**src/rtl/int_exec_unit.sv**
```systemverilog
module int_exec_unit #(
  parameter int WIDTH = 32,
  parameter int IMM_W = 16
) (
  input  logic             clk,
  input  logic             rst_n,
  input  logic [3:0]       op_i,
  input  logic [WIDTH-1:0] a_i,
  input  logic [WIDTH-1:0] b_i,
  input  logic [IMM_W-1:0] imm_i,
  input  logic             use_imm_i,
  input  logic             start_i,
  output logic             busy_o,
  output logic             done_o,
  output logic [WIDTH-1:0] result_o,
  output logic             err_o
);
  localparam int SH_W  = $clog2(WIDTH);
  localparam int CNT_W = $clog2(WIDTH);
  localparam logic [3:0] OP_ADD = 4'd0, OP_SUB = 4'd1, OP_MUL = 4'd2,
                         OP_DIV = 4'd3, OP_REM = 4'd4, OP_SLT = 4'd5,
                         OP_AND = 4'd6, OP_OR  = 4'd7, OP_XOR = 4'd8,
                         OP_NOT = 4'd9, OP_SLL = 4'd10, OP_SRL = 4'd11,
                         OP_SRA = 4'd12;

  typedef enum logic [1:0] {S_IDLE, S_RUN, S_FIN} st_t;

  logic [WIDTH-1:0] opb;
  logic [SH_W-1:0]  shamt;
  logic [WIDTH-1:0] comb_res;
  logic             is_div_op;

  assign opb       = use_imm_i ? {{(WIDTH-IMM_W){imm_i[IMM_W-1]}}, imm_i} : b_i;
  assign shamt     = opb[SH_W-1:0];
  assign is_div_op = (op_i == OP_DIV) || (op_i == OP_REM);

  always_comb begin
    case (op_i)
      OP_ADD:  comb_res = a_i + opb;
      OP_SUB:  comb_res = a_i - opb;
      OP_MUL:  comb_res = a_i * opb;
      OP_SLT:  comb_res = {{(WIDTH-1){1'b0}}, ($signed(a_i) < $signed(opb))};
      OP_AND:  comb_res = a_i & opb;
      OP_OR:   comb_res = a_i | opb;
      OP_XOR:  comb_res = a_i ^ opb;
      OP_NOT:  comb_res = ~a_i;
      OP_SLL:  comb_res = a_i << shamt;
      OP_SRL:  comb_res = a_i >> shamt;
      OP_SRA:  comb_res = $signed(a_i) >>> shamt;
      default: comb_res = '0;
    endcase
  end

  st_t              st;
  logic [CNT_W-1:0] cnt;
  logic [WIDTH-1:0] quot, rem, dvsr, res_q;
  logic             a_neg, b_neg, rem_sel, zero_div, err_q, done_q;

  logic [WIDTH-1:0] amag, bmag;
  assign amag = a_i[WIDTH-1] ? (~a_i + 1'b1) : a_i;
  assign bmag = opb[WIDTH-1] ? (~opb + 1'b1) : opb;

  logic [WIDTH:0]   shifted;
  logic [WIDTH-1:0] sub;
  logic             fits;
  assign shifted = {rem, quot[WIDTH-1]};
  assign fits    = shifted >= {1'b0, dvsr};
  assign sub     = shifted[WIDTH-1:0] - dvsr;

  logic             q_neg;
  logic [WIDTH-1:0] q_trunc, r_trunc, q_floor, fin_val;
  assign q_neg   = a_neg ^ b_neg;
  assign q_trunc = q_neg ? (~quot + 1'b1) : quot;
  assign r_trunc = a_neg ? (~rem + 1'b1) : rem;
  assign q_floor = q_trunc - {{(WIDTH-1){1'b0}}, (q_neg && (rem != '0))};
  assign fin_val = zero_div ? '0 : (rem_sel ? r_trunc : q_floor);

  always_ff @(posedge clk or negedge rst_n) begin
    if (!rst_n) begin
      st       <= S_IDLE;
      cnt      <= '0;
      quot     <= '0;
      rem      <= '0;
      dvsr     <= '0;
      res_q    <= '0;
      a_neg    <= 1'b0;
      b_neg    <= 1'b0;
      rem_sel  <= 1'b0;
      zero_div <= 1'b0;
      err_q    <= 1'b0;
      done_q   <= 1'b0;
    end else begin
      done_q <= 1'b0;
      case (st)
        S_IDLE: if (start_i && is_div_op) begin
          quot     <= amag;
          rem      <= '0;
          dvsr     <= bmag;
          a_neg    <= a_i[WIDTH-1];
          b_neg    <= opb[WIDTH-1];
          rem_sel  <= (op_i == OP_REM);
          zero_div <= (opb == '0);
          cnt      <= '0;
          st       <= (opb == '0) ? S_FIN : S_RUN;
        end
        S_RUN: begin
          quot <= {quot[WIDTH-2:0], fits};
          rem  <= fits ? sub : shifted[WIDTH-1:0];
          cnt  <= cnt + 1'b1;
          if (cnt == CNT_W'(WIDTH-1)) st <= S_FIN;
        end
        S_FIN: begin
          res_q  <= fin_val;
          err_q  <= zero_div;
          done_q <= 1'b1;
          st     <= S_IDLE;
        end
        default: st <= S_IDLE;
      endcase
    end
  end

  assign busy_o   = (st != S_IDLE);
  assign done_o   = done_q;
  assign err_o    = err_q;
  assign result_o = is_div_op ? res_q : comb_res;
endmodule

```
**config.mk**
```make
export PLATFORM = sky130hd
export DESIGN_NAME = int_exec_unit
export DESIGN_NICKNAME = d
export VERILOG_FILES = /design/src/rtl/int_exec_unit.sv
export SDC_FILE = /design/constraint.sdc
export NUM_CORES = 2
export LEC_CHECK = 0
export BUFFER_PORTS_ARGS = -buffer_cell sky130_fd_sc_hd__buf_2
export CORE_MARGIN = 2
export CORE_UTILIZATION = 35
export DETAILED_ROUTE_END_ITERATION = 10
export HOLD_SLACK_MARGIN = 0.12
export SLEW_MARGIN = 20
export SYNTH_ARGS = -nofsm -noshare
export SYNTH_HDL_FRONTEND = slang
export SYNTH_SLANG_ARGS = --single-unit
```
**constraint.sdc**
```tcl
create_clock -name clk -period 33.9 [get_ports clk]
set_clock_uncertainty 0.2 [all_clocks]
set_input_delay 6.78 -clock clk [delete_from_list [all_inputs] [get_ports clk]]
set_output_delay 6.78 -clock clk [all_outputs]
set_load 0.03 [all_outputs]
```
# After elaboration in Yosys (flattened, before gate mapping)
# Cells that the tools add are included.
# word_totals
wordCells	85
register_bits	141
output_inout_bits	35
# classes
reduce_logical	12
muxes	21
n_shift	3
magnitude_cmp	2
bitwise	8
eq_ne	17
n_addsub	9
mul	1
# op_table
op	count
32-bit 2-to-1 mux	11
32-bit case mux with 11 select lines	1
32-bit by 1-bit adder with 32-bit output (second input constant)	4
32-bit NOT	4
32-bit case mux with 2 select lines	2
32-bit subtractor	2
33-bit by 32-bit >= comparator with 1-bit output	1
32-bit adder	1
32-bit bitwise AND	1
32-bit zero test	1
32-bit less-than comparator	1
32-bit by 32-bit multiplier with 32-bit output	1
32-bit bitwise OR	1
32-bit nonzero test	1
32-bit by 5-bit left shift with 32-bit output	1
32-bit by 5-bit >> shifter with 32-bit output	1
32-bit by 5-bit >>> shifter with 32-bit output	1
32-bit by 1-bit subtractor with 32-bit output	1
32-bit XOR	1
4-bit == test (second input constant)	5
4-bit by 3-bit == test with 1-bit output (second input constant)	4
5-bit case mux with 2 select lines	1
4-bit by 2-bit == test with 1-bit output (second input constant)	2
2-bit 2-to-1 mux	3
other kinds (16)	21

# Depth between registers and ports, before layout
# depth
word_depth	6
depth_mapped	34

# Worst setup path after synthesis
# OpenSTA, ideal clock, no wires.
# synth_timing
path_kind	input port to output port
start	input port use_imm_i
end	output port result_o[31]
stages	30
required_ps	26920
arrival_ps	15146
slack_ps	11774
path_buffers	7
cell_sequence	buf_6 > buf_6 > buf_2 > mux2i_1 > buf_2 > buf_1 > buf_1 > buf_1 > nor2_1 > fa_1 > inv_1 > fa_1 > fa_1 > fa_1 > inv_1 > fa_1 > fa_1 > fa_1 > fa_1 > ha_1 > a21o_1 > a21o_1 > a21o_1 > a211oi_1 > a21bo_2 > a221oi_1 > o21ai_0 > xnor2_1 > a221oi_1 > o21ai_1
# synth_between
elab_chain_cells	4
elab_cells_between_ends	12
cone_classes	add/sub: 2; mul: 1; shift: 3; mux: 3; bitwise: 3
# synth_lines
element	line	rtl
start, declared	11	input logic use_imm_i,
32-bit 2-to-1 mux *	33	assign opb = use_imm_i ? {{(WIDTH-IMM_W){imm_i[IMM_W-1]}}, imm_i} : b_i;
32-bit by 32-bit multiplier with 32-bit output, or another cell as far along	41	OP_MUL: comb_res = a_i * opb;
32-bit case mux with 11 select lines *	38	case (op_i)
32-bit 2-to-1 mux *	126	assign result_o = is_div_op ? res_q : comb_res;
end, declared	15	output logic [WIDTH-1:0] result_o,
# Every way passes the cells marked *; elsewhere a longest branch is shown, timed or not.

# Worst setup path after layout
# Ends and elaborated chain as after synthesis.

==> impl_metrics.yaml <==
clock_network:
  postCtsSetupRepairBufs: 0
  clk_latency_ps: 440
  cts_tree: "done"
  ctsHoldBuffers: 0
  cts_buffer_depth: 2
  clockRootBuffer: "clkbuf_16"
  cts_max_level: 4
  cts_num_sinks: 141
  cts.clk_slew.worst_paths_ps: 60
  cts_made_buffers: 17
  cts-resized-gates: 0
setup_path:
  cpMostUsedCell: "fa_1"
  cp_max_fo: 18
  cpPeakStageDelay_ps: 980
  worstSetupStartpointType: "input port"
  worstSetupPathType: "input port to primary output"
  crit_family: "adder cells"
  crit_arrival_ps: 16540
  crit_path_top_delay_cell: "clkinv_1"
  worstPathBufferInverterCount: 7
  crit_required_ps: 26920
  end_kind: "primary output"
  r2r_slack_ps: 29110
global_route:
  grt_max_degree: 76
  antenna_found_initial: 12
  grt_pass1_wl_mm: 243
  track_usage: 0.326
  grt_pass1_vias: 34200
  grt_remaining_overflow: 0
hold_path:
  hp-class: "register to register"
timing:
  relSlewSlack: 0.158
  setup_tns_ps: 0
  fin_crit_sh: 0.694
  tightest_slew_ps: 1260
  max_freq_ghz: 0.0425
  drv_slew: 0
  grt_setup_unrepaired: "false"
  holdWs_ps: 282
  setup_viol: 0
  hold_viol: 0
  fin_crit_ps: 23520
outcome:
  status: "finished clean"
yosys:
  synth_flop_cell: "dfrtp_1"
  ys_seq_elements: 141
  synth.distinct_cells: 105
  async_flop_share: 1.00
  synth-warning-count: 0
  avgSynthCellArea_um2: 7.82
  ys_seq_area_frac: 0.101
  synth-edff-count: 0
  syn-num-nets: 5225
  synthCells: 4466
  syn_area_um2: 34900
die:
  initial_core_util: 0.354
  die_x_um: 320
  io_pins: 123
  core_area_um2: 98700
  rows: 115
  die_area_um2: 102000
  die_h_um: 320
finish:
  final_layout_size_suffix_gt1_frac: 0.0816
  multi_input_area_um2: 28300
  num-fill-cells: 10200
  area_growth_pct: 7.29
  final_util: 0.380
  final_nets: 5170
  regArea_um2: 3530
  fin_cells: 5712
detailed_routing:
  drcViolationCount: 0
  drt_iter0_drc: 4343
  firstDrtPassIters: 8
  wirelength_mm: 168
  vias: 34900
  wl_per_cell_um: 29.5
  vias_per_cell: 6.11
  drtAntennaViolNets: 0
place:
  post-place-cells: 5679
  io_buffer_count: 122
  hpwl_mm: 126
  gp_congestion: 1.05
job:
  drv_cap: 0
==> path summary, 6_finish.rpt <==
path                                start            to  depth (start not counted)
worst max-delay path            use_imm_i  result_o[31]                         28
worst min-delay path               cnt[3]        cnt[3]                          1
worst max register to register     rem[4]       quot[0]                         11
worst min register to register     cnt[3]        cnt[3]                          1
max in group asynchronous           rst_n      quot[14]                          2
min in group asynchronous           rst_n       rem[26]                          1
==> stage by stage <==
| step | area, µm² | setup WS (ps) |
|---|---|---|
| 6_report | 37500 | 10380 |
| 5_1_grt | 37500 | 10220 |
| 4_1_cts | 37500 | 10650 |
| 3_5_place_dp | 36800 | 10660 |
| 3_3_place_gp | 36800 | 10770 |
| 2_1_floorplan | 34900 | 11770 |
==> metal layers <==
metal  part of all wire  vias up  track usage  wire, µm
li1                   -    14900            -         -
met4              0.057       16        0.150      9620
met2               0.42     2252        0.480     70300
met1               0.40    17300        0.443     68000
met3               0.12      417       0.0873     20400
met5            0.00061        -            0       103
==> layout make-up <==
| cell class | instances | area share |
|---|---|---|
| multi-input combinational | 3494 | 0.756 |
| sequential | 141 | 0.0942 |
| inverter | 538 | 0.0539 |
| tap | 1287 | 0.0430 |
| timing repair buffer | 219 | 0.0359 |
| clock buffer | 22 | 0.0127 |
| clock inverter | 10 | 0.00431 |
| antenna | 1 | 0.0000668 |
==> cell families after synthesis <==
group                    Yosys count  share of synthesized area
AO/OA/AOI/OAI                   1070                      0.201
AND/OR/NAND/NOR                 1367                      0.171
buffers and inverters            831                     0.0921
XOR/XNOR                         255                     0.0646
adder cells (fa/ha/maj)          671                      0.329
flip-flops                       141                      0.101
multiplexers                     131                     0.0419
==> layout by cell type, fill, tap and decap left out, types with 86 or more instances in the layout <==
| cell | n |
|---|---|
| nand2_1 | 471 |
| buf_2 | 121 |
| nor2_1 | 558 |
| ha_1 | 260 |
| buf_4 | 97 |
| nand3_1 | 86 |
| inv_1 | 512 |
| a21oi_1 | 213 |
| o21ai_0 | 301 |
| dfrtp_1 | 140 |
| fa_1 | 411 |
| mux2i_1 | 101 |
| xnor2_1 | 202 |
==> flip-flops by register name, indices dropped and copies added (netlist names) <==
name and cells:
a_neg 1, res_q 32, rem_sel 1, st 2, rem 32, done_o 1, dvsr 32, zero_div 1
err_o 1, b_neg 1, cnt 5, quot 32
==> synth_stat cells (25+ instances only) <==
cell,count,area share
a22oi_1,57,0.012
nor2b_1,25,0.0045
nand2_1,471,0.051
fa_1,411,0.24
o211ai_1,51,0.011
buf_2,26,0.0037
a21oi_1,213,0.031
nor3_1,59,0.0085
a31oi_1,29,0.0052
dfrtp_1,141,0.10
ha_1,260,0.093
xor2_1,51,0.013
a21o_1,35,0.0075
a211oi_1,35,0.0075
clkbuf_1,220,0.024
mux2i_1,110,0.032
nor2_1,561,0.060
o21ai_0,301,0.043
inv_1,514,0.055
o31ai_1,32,0.0069
xnor2_1,202,0.051
buf_1,37,0.0040
o22ai_1,41,0.0073
nand3_1,87,0.012
a22o_1,25,0.0063
==> worst register-to-register path, stage by stage (launching register included) <==
cell,delay [ps]
dfrtp_1,480
ha_1,420
o21a_1,200
o21ai_0,380
a311oi_1,180
o2111ai_1,360
a211oi_1,190
o41a_1,490
a41oi_4,780
buf_4,470
nor2_1,220
a221o_1,320
Power is not shown: default switching activity piles up to over one toggle a cycle in this logic, so the estimate is an artifact.
